### config.mk
export PLATFORM = sky130hd
export DESIGN_NAME = dir_home
export DESIGN_NICKNAME = d
export VERILOG_FILES = /design/src/rtl/dir_home.sv
export SDC_FILE = /design/constraint.sdc
export NUM_CORES = 1
export LEC_CHECK = 0
export ABC_AREA = 1
export BUFFER_PORTS_ARGS = -buffer_cell sky130_fd_sc_hd__buf_2
export CAP_MARGIN = 20
export CORE_ASPECT_RATIO = 1.1
export CORE_MARGIN = 3
export CORE_UTILIZATION = 50
export DETAILED_ROUTE_END_ITERATION = 12
export HOLD_SLACK_MARGIN = 0.12
export PLACE_DENSITY = 0.73
export SETUP_SLACK_MARGIN = 0.4
export SLEW_MARGIN = 20
export SYNTH_ARGS = -nofsm -noshare
export SYNTH_HDL_FRONTEND = slang
export SYNTH_SLANG_ARGS = --single-unit
### constraint.sdc
create_clock -name clk -period 4.46 [get_ports clk]
set_clock_uncertainty 0.05 [all_clocks]
set_input_delay 0.446 -clock clk [delete_from_list [all_inputs] [get_ports clk]]
set_output_delay 0.446 -clock clk [all_outputs]
set_load 0.01 [all_outputs]
### src/rtl/dir_home.sv
module dir_home #(
  parameter int NODES  = 4,
  parameter int BLOCKS = 8,
  parameter int DATA_W = 16,
  localparam int NID_W = $clog2(NODES),
  localparam int AW    = $clog2(BLOCKS)
) (
  input  logic              clk,
  input  logic              rst,
  input  logic              req_valid,
  output logic              req_ready,
  input  logic [1:0]        req_kind,
  input  logic [NID_W-1:0]  req_node,
  input  logic [AW-1:0]     req_addr,
  input  logic [DATA_W-1:0] req_data,
  output logic              msg_valid,
  input  logic              msg_ready,
  output logic [1:0]        msg_kind,
  output logic [NID_W-1:0]  msg_node,
  output logic [AW-1:0]     msg_addr,
  output logic [DATA_W-1:0] msg_data,
  input  logic              own_valid,
  output logic              own_ready,
  input  logic [DATA_W-1:0] own_data
);

  typedef enum logic [2:0] {P_IDLE, P_INV, P_FETCH, P_WAIT, P_REPLY} phase_t;
  typedef enum logic [1:0] {D_UNC, D_SHR, D_EXC} dstate_t;

  localparam logic [1:0] K_RD = 2'd0;
  localparam logic [1:0] K_WR = 2'd1;
  localparam logic [1:0] K_WB = 2'd2;

  phase_t              ph_q;
  dstate_t             dst   [BLOCKS];
  logic [NODES-1:0]    dsh   [BLOCKS];
  logic [DATA_W-1:0]   mem   [BLOCKS];

  logic [1:0]          kind_q;
  logic [NID_W-1:0]    node_q;
  logic [AW-1:0]       addr_q;
  logic [NID_W-1:0]    own_q;
  logic [NODES-1:0]    pend_q;
  dstate_t             nst_q;
  logic [NODES-1:0]    nsh_q;

  dstate_t             cur_st;
  logic [NODES-1:0]    cur_sh;
  logic [NODES-1:0]    req_bit;
  logic [NODES-1:0]    others;
  logic [NID_W-1:0]    cur_own;
  logic [NID_W-1:0]    inv_idx;
  logic [NODES-1:0]    pend_left;

  assign cur_st    = dst[req_addr];
  assign cur_sh    = dsh[req_addr];
  assign req_bit   = NODES'(1) << req_node;
  assign others    = cur_sh & ~req_bit;
  assign pend_left = pend_q & ~(NODES'(1) << inv_idx);

  always_comb begin
    cur_own = '0;
    for (int i = 0; i < NODES; i++)
      if (cur_sh[i]) cur_own = NID_W'(i);
  end

  always_comb begin
    inv_idx = '0;
    for (int i = NODES - 1; i >= 0; i--)
      if (pend_q[i]) inv_idx = NID_W'(i);
  end

  always_ff @(posedge clk) begin
    if (rst) begin
      ph_q   <= P_IDLE;
      kind_q <= '0;
      node_q <= '0;
      addr_q <= '0;
      own_q  <= '0;
      pend_q <= '0;
      nst_q  <= D_UNC;
      nsh_q  <= '0;
      for (int b = 0; b < BLOCKS; b++) begin
        dst[b] <= D_UNC;
        dsh[b] <= '0;
        mem[b] <= '0;
      end
    end else begin
      case (ph_q)
        P_IDLE: if (req_valid) begin
          kind_q <= req_kind;
          node_q <= req_node;
          addr_q <= req_addr;
          case (req_kind)
            K_RD: begin
              nst_q <= D_SHR;
              if (cur_st == D_UNC) begin
                nsh_q <= req_bit;
                ph_q  <= P_REPLY;
              end else if (cur_st == D_SHR) begin
                nsh_q <= cur_sh | req_bit;
                ph_q  <= P_REPLY;
              end else begin
                nsh_q <= cur_sh | req_bit;
                own_q <= cur_own;
                ph_q  <= P_FETCH;
              end
            end
            K_WR: begin
              nst_q <= D_EXC;
              nsh_q <= req_bit;
              if (cur_st == D_UNC) begin
                ph_q <= P_REPLY;
              end else if (cur_st == D_SHR) begin
                pend_q <= others;
                ph_q   <= (others != '0) ? P_INV : P_REPLY;
              end else begin
                own_q <= cur_own;
                ph_q  <= P_FETCH;
              end
            end
            K_WB: begin
              if (cur_st == D_EXC && cur_sh == req_bit) begin
                mem[req_addr] <= req_data;
                dst[req_addr] <= D_UNC;
                dsh[req_addr] <= '0;
              end
            end
            default: ;
          endcase
        end
        P_INV: if (msg_ready) begin
          pend_q <= pend_left;
          if (pend_left == '0) ph_q <= P_REPLY;
        end
        P_FETCH: if (msg_ready) ph_q <= P_WAIT;
        P_WAIT: if (own_valid) begin
          mem[addr_q] <= own_data;
          ph_q        <= P_REPLY;
        end
        P_REPLY: if (msg_ready) begin
          dst[addr_q] <= nst_q;
          dsh[addr_q] <= nsh_q;
          ph_q        <= P_IDLE;
        end
        default: ph_q <= P_IDLE;
      endcase
    end
  end

  assign req_ready = (ph_q == P_IDLE);
  assign own_ready = (ph_q == P_WAIT);
  assign msg_valid = (ph_q == P_INV) || (ph_q == P_FETCH) || (ph_q == P_REPLY);
  assign msg_kind  = (ph_q == P_INV)   ? 2'd1 :
                     (ph_q == P_FETCH) ? ((kind_q == K_WR) ? 2'd3 : 2'd2) : 2'd0;
  assign msg_node  = (ph_q == P_INV)   ? inv_idx :
                     (ph_q == P_FETCH) ? own_q : node_q;
  assign msg_addr  = addr_q;
  assign msg_data  = (ph_q == P_REPLY) ? mem[addr_q] : '0;

endmodule


==> reports/results.ini, run 1 <==
[global_routing]
grtUsageTotal_pct = 22.4
grt_remaining_overflow = 0
grt_pass1_vias = 7293
grt_max_degree = 65
antenna_found_initial = 0
grt_pass1_wl_mm = 38.5

[place]
port_buffers = 69
place_area_sq_mm = 0.0102
dp.cells = 1286
dp_slack_ps = 546
hpwl_mm = 17.1
gp_congestion = 0.876

[clock_tree]
cts_tree = built
cts_buffer_depth = 3
clkLatencyLatePin_ps = 510
post_cts_resize_count = 0
clkSinkCount = 201
cts_buffers = 22
post_cts_buffers = 0
cts.htree.levels = 1
cts-hold-fix-buffers = 0
cts.root.buffer_cell = clkbuf_16
path_clk_slew_ps = 60

[drt]
m1WireLength_mm = 9.83
wl_per_cell_um = 18.4
wl_met2_mm = 12.0
drt-pass1-iter-count = 5
drt-total-wl_mm = 24.4
routed-wl-met3_mm = 1.85
viasPerCell = 5.66
num_vias = 7490
dr.first_iter.drc_count = 635
drc = 0
ant_nets = 0
top_layer_used = met4

[final_layout]
finalInstanceArea_sq_mm = 0.0109
final_layout_size_suffix_gt1_share_pct = 13.9
area_growth_pct = 11.6
fin_util_pct = 58.0
fin_cells = 1324
fin_nets = 1119
num_antenna_cells = 0

[critical_path]
path_class = in2reg
end_kind = flop
path_max_fanout = 17
rrSetupSlack_ps = 960
cp.required_ps = 4540
startpoint_type = input port
cp_data_arrival_time_ps = 3610

[die]
rows = 52
initial_core_util_pct = 51.9
die-area_sq_mm = 0.0212
core-area_sq_mm = 0.0187
io-pin-count = 70
die_w_um = 139
die_y_um = 152

[flow_run]
cap_violations = 0

[yosys]
ys_seq_area_share_pct = 59.5
syn_inst = 1016
yosysMostFrequentCell = nor2_1
synth_edf_count = 176
ys_ff_latch = 201
syn-num-nets = 1068
synth_top_area_share_pct = 54.3
synth.avg_cell_area_sq_um = 9.58
synthTopCellsByArea = edfxtp_1, nor2_1, dfxtp_1
synth_cell_types = 40
synthFlopType = edfxtp_1
synth_top_area_cell = edfxtp_1
syn_area_sq_mm = 0.00973
ys_top_cells_by_count = nor2_1, edfxtp_1, nand2_1
yosys_warnings = 0
synthArstFlopShare_pct = 0

[power_and_ir_drop]
pwr-share-seq_pct = 44.0
p_comb_share_pct = 22.3
p_total_mw = 5.16
p_sw_share_pct = 31.2
p_sw_mw = 1.61
p_clk_share_pct = 33.8
leakage_nw = 4.42
peakVddDrop_uv = 361
internal_power_mw = 3.55
powerDensity_mw_per_mm2 = 475

[run_status]
outcome = finished, final reports clean

[sta]
slew_headroom_pct = 20.4
fin_crit_sh_pct = 79.1
holdWs_ps = 143
setup-tns-final_ps = 0
setup_violations = 0
finalHoldViolations = 0
min_period_ps = 3530
timing.fmax_mhz = 284
rsz0062_at_grt = no
worstMarginPinSlew_ps = 1160
slew_viol_final = 0
setup_ws_ps = 933

[hold_path]
hp-class = in2reg

-- state kept, by name, summed over array words and instances, names as in the netlist, named ones only --
register	flops
node_q	2
ph_q	3
nsh_q	4
dsh	32
kind_q	2
own_q	2
dst	16
mem	128
msg_addr	3
pend_q	4
nst_q	2
-- cell usage in the layout (no fill, tap or decap), types with 2 or more instances in the layout --
cell type / n
mux2i_2: 3
inv_2: 5
buf_4: 5
clkinv_1: 5
mux2i_1: 11
a21oi_1: 14
ha_1: 8
bufinv_16: 2
nor2_1: 359
mux2i_4: 2
clkbuf_16: 22
o21ai_1: 2
nand3_1: 34
nand3_2: 3
o32ai_1: 32
clkinvlp_4: 2
nand2_1: 117
o21ai_0: 84
buf_2: 69
clkbuf_1: 2
dfxtp_2: 2
dfxtp_1: 23
o211ai_1: 2
nand4_1: 2
nand2_2: 3
inv_1: 52
edfxtp_1: 176
nand3_4: 9
o22ai_1: 3
nor2_2: 8
o21ai_2: 2
clkinv_2: 4
-- area by class of cell --
cell class                      count  area (sq um)
Sequential cell                   201          5790
Clock buffer                       24           558
Tap cell                          243           304
Inverter                           60           229
Clock inverter                     14           135
Timing Repair Buffer               74           383
Multi-Input combinational cell    708          3460
Fill cell                        1605          7880
-- cells by family after synthesis --
logic type	after synthesis	share of synthesized area [%]
fa+ha+maj	8	1.03
compound gates	144	9.04
flops	201	59.5
mux	16	1.98
simple gates	540	23.5
buf+inv	107	5.00
-- per-layer routing --
| metal | vias up | track usage (%) |
|---|---|---|
| met4 | 0 | 7.83 |
| met1 | 3569 | 30.1 |
| met2 | 321 | 37.7 |
| met3 | 56 | 3.14 |
| met5 | - | 0 |
| li1 | 3544 | - |
-- power groups by stage --
stage	clock network [mW]	registers [mW]	logic (mW)
after floorplan	0	2.24	0.825
final	1.74	2.27	1.15
after detailed placement	0	2.31	1.13
after global routing	1.83	2.28	1.29
after global placement	0	2.30	1.12
after CTS	1.76	2.27	1.14
-- path summary, 6_finish.rpt --
check,end,from,cells past startpoint
max reg2reg,mem[1][4]$_SDFFCE_PN0P_,dsh[2][3]$_SDFFCE_PN0P_,11
min,pend_q[0]$_SDFFE_PP0P_,rst,2
min reg2reg,nsh_q[0]$_SDFFE_PP0P_,nsh_q[0]$_SDFFE_PP0P_,2
max,mem[1][4]$_SDFFCE_PN0P_,req_addr[1],13
-- critical path: stages --
cell     delay (ps)
buf_2           250
inv_1           260
o21ai_0         140
o22ai_1         100
o21ai_0         450
ha_1            330
nor2_1          100
nand4_1         100
nor2_1          190
nand3_2         170
nand2_8         180
nand3_4         240
nand2_1         630
No activity file was read; power rests on OpenSTA's default activity.
==> run 2: changes to the inputs <==
ABC_AREA = 0   (was 1)
PLACE_DENSITY = 0.76   (was 0.73)
clock period = 3.2 ns   (was 4.46 ns; I/O delays follow)
==> run 2 against run 1 <==
Against the previous run:
- synthesized area shrank 4.3%
- wire length increased by 1.2%
- sequential share of layout area is 5.6 points lower
- final cell count down 16%
- cell area grew 12%
- via count decreased by 13%
- non-clock buffer count rose by 71
- register-to-register slack lost 810 ps
- core utilization grew 9.5 points
- first-iteration DRC count shrank 2.5%
- clock-buffer cell count increased by 3
- sequential power grew 37%
- largest power group unchanged
==> reports/results.ini, run 2 <==
[place]
dp_slack_ps = -227  ; -774 ps
hpwl_mm = 14.7  ; -14%
gp_congestion = 0.847  ; -3.3%
port_buffers = 69  ; unchanged
dp.cells = 1057  ; -18%

[critical_path]
reg2reg_depth = 10  ; -1
critPathSlowestCell = mux4_2
path_cells = mux4_2 > mux2_4 > inv_4 > ha_4 > nor4b_4 > nand4_1 > o31ai_4 > buf_6 > o21ai_4 > nand2_8
rrSetupSlack_ps = 150  ; -810 ps
end_kind = flop
r2r_end = mem[0][15]$_SDFFCE_PN0P_
crit_start = dsh[7][2]$_SDFFCE_PN0P_
path_class = reg2reg
slowest_delay_ps = 470  ; -160 ps
reg2reg_from = dsh[7][2]$_SDFFCE_PN0P_
cp.required_ps = 3340  ; -1200 ps
startpoint_type = flop
path_max_fanout = 16  ; -1
cp_data_arrival_time_ps = 3190  ; -420 ps
cp-endpoint = mem[0][15]$_SDFFCE_PN0P_

[drt]
drt-pass1-iter-count = 5  ; unchanged
viasPerCell = 5.83  ; +3.1%
dr.first_iter.drc_count = 619  ; -2.5%
drt-total-wl_mm = 24.7  ; +1.2%
ant_nets = 0  ; unchanged
num_vias = 6498  ; -13%
drc = 0  ; unchanged
wl_per_cell_um = 22.1  ; +20%

[yosys]
synthArstFlopShare_pct = 0  ; unchanged
synth.avg_cell_area_sq_um = 12.8  ; +34%
synthTopCellsByArea = edfxtp_1, mux4_2, nor2_1
synth_top_area_share_pct = 56.8  ; +2.5 points
synth_top_area_cell = edfxtp_1
synth_edf_count = 176  ; unchanged
synthFlopType = edfxtp_1
ys_top_cells_by_count = nor2_1, edfxtp_1, nand2_1
syn_area_sq_mm = 0.00931  ; -4.3%
syn-num-nets = 779  ; -27%
yosys_warnings = 0  ; unchanged
yosysMostFrequentCell = nor2_1
synth_cell_types = 50  ; +25%
syn_inst = 727  ; -28%
ys_ff_latch = 201  ; unchanged
ys_seq_area_share_pct = 62.2  ; +2.7 points

[final_layout]
top_regs = mem (128), dsh (32), dst (16)
final_cell_mix = edfxtp_1, nor2_1, buf_2, nor2_4, buf_4
multi_input_area_sq_mm = 0.00419  ; +21%
final_layout_size_suffix_gt1_share_pct = 38.6  ; +25 points
regArea_sq_mm = 0.00579  ; about the same
num_antenna_cells = 0  ; unchanged
final_common_cell = edfxtp_1
fin_cells = 1114  ; -16%
fillCellCount = 1228  ; -23%
area_growth_pct = 30.3
fin_nets = 914  ; -18%
largest_reg_flops = 128  ; unchanged
largest_register = mem

[sta]
slew_headroom_pct = 39.8  ; +19 points
timing.fmax_mhz = 327
fin_crit_sh_pct = 95.4
worstMarginPinSlew_ps = 898  ; -262 ps
setup_ws_ps = 146  ; -787 ps
setup_violations = 0  ; unchanged
min_period_ps = 3050
rsz0062_at_grt = yes
finalHoldViolations = 0  ; unchanged
slew_viol_final = 0  ; unchanged

[clock_tree]
path_clk_slew_ps = 60  ; about the same
cts_tree = built
cts_buffer_depth = 3  ; unchanged
clkSinkCount = 201  ; unchanged
clkLatencyLatePin_ps = 500  ; about the same
cts.root.buffer_cell = clkbuf_16
cts_buffers = 21  ; -4.5%
cts.htree.levels = 1  ; unchanged

[power_and_ir_drop]
leakage_nw = 4.37  ; -1.2%
peakVddDrop_uv = 452  ; +25%
powerDensity_mw_per_mm2 = 551  ; +16%

[global_routing]
grt_max_degree = 33  ; -49%
grt_remaining_overflow = 0  ; unchanged
antenna_found_initial = 0  ; unchanged
grtUsageTotal_pct = 23.7  ; +1.3 points
grt_pass1_vias = 6695  ; -8.2%
grt_pass1_wl_mm = 36.7  ; -4.8%

[die]
initial_core_util_pct = 51.7  ; -0.21 points
rows = 51  ; -1.9%
io-pin-count = 70  ; unchanged
die_w_um = 136  ; -2.1%
core-area_sq_mm = 0.0180  ; -4.0%
die_y_um = 149  ; -2.1%
die-area_sq_mm = 0.0203  ; -4.2%

[run_status]
outcome = finished, final reports clean

[hold_path]
hp-class = in2reg

[flow_run]
cap_violations = 0  ; unchanged

run 2: final cells by class:
| class | count | share of cell area (%) |
|---|---|---|
| tap | 238 | 2.46 |
| clock buffer | 27 | 4.86 |
| multi-input combinational | 482 | 34.6 |
| timing repair buffer | 145 | 9.61 |
| sequential | 201 | 47.7 |
| clock inverter | 10 | 0.423 |
| inverter | 11 | 0.361 |
run 2: cell families (layout without fill, tap and decap cells):
kind of cell    count (synthesis)  in the layout  share of synthesized area [%]
simple gates                  318            324                           14.4
fa+ha+maj                       9              9                           1.18
compound gates                 61             61                           4.46
flops                         201            201                           62.2
buf+inv                        50            193                           2.31
mux                            88             88                           15.5
run 2: routing by layer:
layer	global-route usage [%]	part of all wire (%)	vias to the layer above
met1	29.5	36	3202
li1	-	-	2952
met2	42.5	53	271
met5	0	0	-
met4	7.71	4.1	0
met3	3.54	6.5	73
run 2: timing repair:
action	in CTS	in global routing
gates resized for setup	97	101
cloned	9	3
pin swaps	33	26
setup endpoints to repair	304	314
hold buffers	4	0
buffers inserted	3	1
hold endpoints to repair	4	0
run 2: worst min path at each step:
stage,startpoint,endpoint,slack (ps),depth (start not counted)
after floorplan,kind_q[1]$_SDFFE_PP0P_,kind_q[1]$_SDFFE_PP0P_,380,2
after detailed placement,kind_q[0]$_SDFFE_PP0P_,kind_q[0]$_SDFFE_PP0P_,400,2
after global placement,kind_q[1]$_SDFFE_PP0P_,kind_q[1]$_SDFFE_PP0P_,390,2
final,rst,nst_q[0]$_SDFFE_PP0P_,210,2
after global routing,rst,node_q[0]$_SDFFE_PP0P_,230,2
after CTS,rst,nst_q[0]$_SDFFE_PP0P_,200,2
run 2: critical path, delay by kind of cell (launching register included):
family	cells	cell delay, ps
AOI/OAI and AO/OA	2	370
and+or+nand+nor	3	710
buffers and inverters	2	270
muxes	2	790
adders and majority gates	1	190
DFF	1	370
run 2: metrics by stage:
stage          area (sq um)  setup TNS, ps  power, mW  util [%]  hold slack [ps]
2_1_floorplan          9510              0       3.92         -              381
3_3_place_gp          10400         -41300       4.33      57.8              390
3_5_place_dp          10400         -53350       4.35      57.8              401
4_1_cts               11700              0       6.65      64.9              196
5_1_grt               12100              0       6.93      67.4              229
6_report              12100              0       6.68      67.4              209
run 2: report_power, final:
group	internal, mW	switching, mW
Sequential	2.98	0.134
Combinational	0.553	0.731
Clock	1.30	0.978
==> run 3: changes to the inputs <==
CTS_BUF_LIST = sky130_fd_sc_hd__clkbuf_8   (was unset)
==> run 3 against run 2 <==
Against the previous run:
- total power down 0.72%
- first-iteration DRC count down 11%
- non-clock buffer count unchanged
- critical path type unchanged
==> reports/results.ini, run 3 (synthesis gave the netlist of run 2 again) <==
[run_status]
outcome = finished, final reports clean

[clock_tree]
path_clk_slew_ps = 60  ; about the same
clkSinkCount = 201  ; unchanged
cts_buffers = 31  ; +48%
clkLatencyLatePin_ps = 570  ; +70 ps
cts.root.buffer_cell = clkbuf_8
cts_tree = built
cts.htree.levels = 1  ; unchanged
cts_buffer_depth = 3  ; unchanged

[final_layout]
largest_reg_flops = 128  ; unchanged
num_antenna_cells = 0  ; unchanged
finalInstanceArea_sq_mm = 0.0120  ; -0.71%
fin_nets = 926  ; +1.3%
largest_register = mem
final_layout_size_suffix_gt1_share_pct = 37.8  ; -0.83 points
final_common_cell = edfxtp_1
top_regs = mem (128), dsh (32), dst (16)
final_cell_mix = edfxtp_1, nor2_1, buf_2, buf_4, nor2_4
area_growth_pct = 29.4
fillCellCount = 1236  ; +0.65%

[place]
hpwl_mm = 14.7  ; unchanged
dp_slack_ps = -227  ; unchanged
place_area_sq_mm = 0.0104  ; unchanged
port_buffers = 69  ; unchanged
gp_congestion = 0.847  ; unchanged

[drt]
drt-total-wl_mm = 24.4  ; -1.0%
ant_nets = 0  ; unchanged
drc = 0  ; unchanged
wl_per_cell_um = 21.5  ; -2.9%
num_vias = 6617  ; +1.8%
viasPerCell = 5.82  ; -0.14%
drt-pass1-iter-count = 5  ; unchanged
dr.first_iter.drc_count = 551  ; -11%

[power_and_ir_drop]
p_sw_share_pct = 27.9  ; +0.30 points
p_total_mw = 6.63  ; -0.72%
leakage_nw = 4.40  ; +0.59%
p_clk_share_pct = 33.6  ; -0.5 points
internal_power_mw = 4.78  ; -1.1%
peakVddDrop_uv = 394  ; -13%
pwr-share-seq_pct = 47.1  ; +0.4 points
p_comb_share_pct = 19.3  ; about the same
powerDensity_mw_per_mm2 = 551  ; about the same
p_sw_mw = 1.85  ; +0.36%

[global_routing]
grt_pass1_vias = 6668  ; -0.40%
grtUsageTotal_pct = 23.0  ; -0.70 points
antenna_found_initial = 0  ; unchanged
grt_max_degree = 33  ; unchanged
grt_remaining_overflow = 0  ; unchanged
grt_pass1_wl_mm = 35.8  ; -2.5%

[sta]
finalHoldViolations = 0  ; unchanged
setup_violations = 0  ; unchanged
slew_headroom_pct = 41.3  ; +1.5 points
rsz0062_at_grt = yes
slew_viol_final = 0  ; unchanged
timing.fmax_mhz = 329  ; +0.43%
setup_ws_ps = 159  ; +13.1 ps
fin_crit_sh_pct = 95.0  ; -0.41 points
holdWs_ps = 163  ; -46.2 ps
worstMarginPinSlew_ps = 880  ; -17.8 ps
min_period_ps = 3040  ; -13.1 ps
setup-tns-final_ps = 0  ; unchanged

[critical_path]
reg2reg_from = dsh[7][2]$_SDFFCE_PN0P_
path_delay_family = multiplexers
startpoint_type = flop
path_class = reg2reg
critPathSlowestCell = mux4_2
end_kind = flop
slowest_delay_ps = 470  ; about the same
path_buf_inv = 3  ; +1
r2r_end = mem[0][15]$_SDFFCE_PN0P_
path_max_fanout = 16  ; unchanged
cp.required_ps = 3550  ; +210 ps
cp_data_arrival_time_ps = 3390  ; +200 ps
path_cells = mux4_2 > mux2_4 > inv_4 > ha_4 > nor4b_4 > nand4_1 > o31ai_4 > buf_6 > o21ai_4 > buf_8 > nor2_1
rrSetupSlack_ps = 160  ; about the same
reg2reg_depth = 11  ; +1

[die]
initial_core_util_pct = 51.7  ; unchanged
io-pin-count = 70  ; unchanged
die_y_um = 149  ; unchanged
die-area_sq_mm = 0.0203  ; unchanged
rows = 51  ; unchanged
die_w_um = 136  ; unchanged
core-area_sq_mm = 0.0180  ; unchanged

[flow_run]
cap_violations = 0  ; unchanged

[hold_path]
hp-class = in2reg
hp-start = msg_ready
hold_end = ph_q[2]$_SDFFE_PP0P_
hold_depth = 4  ; +2

## run 3: final cells by class
cell class | count | area [sq um] | share of cell area (%)
flip-flops and latches | 201 | 5790 | 48.1
multi-input cells | 484 | 4150 | 34.4
repair buffers | 145 | 1110 | 9.26
clock buffers | 35 | 482 | 4.00
well taps | 238 | 298 | 2.47
clock inverters | 22 | 168 | 1.39
inverters | 11 | 43.8 | 0.364
## run 3: how the worst max path moves through the flow
stage	from	to	slack, ps	depth (start not counted)
after CTS	dsh[7][2]$_SDFFCE_PN0P_	mem[1][8]$_SDFFCE_PN0P_	260	10
after detailed placement	req_addr[0]	mem[6][9]$_SDFFCE_PN0P_	-230	12
after global placement	req_addr[0]	mem[2][10]$_SDFFCE_PN0P_	-190	12
after global routing	dsh[7][2]$_SDFFCE_PN0P_	mem[0][15]$_SDFFCE_PN0P_	50	11
after floorplan	req_addr[0]	mem[2][0]$_SDFFCE_PN0P_	30	13
final	dsh[7][2]$_SDFFCE_PN0P_	mem[0][15]$_SDFFCE_PN0P_	160	11
## run 3: metal layers
metal	routed length [um]	GRT usage [%]	vias up
li1	-	-	2973
met1	8940	28.8	3278
met2	13200	41.4	309
met3	1590	3.51	57
met4	672	6.85	0
met5	0	0	-
## run 3: power groups by stage
stage / logic, mW / registers (mW) / clock network [mW]
final: 1.28 / 3.12 / 2.23
after CTS: 1.23 / 3.11 / 2.24
after detailed placement: 1.18 / 3.17 / 0
after global routing: 1.38 / 3.14 / 2.37
after floorplan: 0.840 / 3.08 / 0
after global placement: 1.17 / 3.16 / 0
## run 3: worst min-delay path: stages
cell	delay, ps
buf_2	150
o22ai_1	100
a21oi_1	110
nor3_1	50
## run 3: metrics by stage
| stage | std cells | util, % |
|---|---|---|
| 2_1_floorplan | 727 | - |
| 3_3_place_gp | 1057 | 57.8 |
| 3_5_place_dp | 1057 | 57.8 |
| 4_1_cts | 1130 | 63.9 |
| 5_1_grt | 1136 | 66.9 |
| 6_report | 1136 | 66.9 |
## run 3: repair_timing
item	in CTS	in global routing
gates resized for setup	64	113
cloned	8	5
pin swaps	24	26
buffers inserted	3	1
hold buffers	5	0
setup endpoints to repair	312	305
hold endpoints to repair	6	0
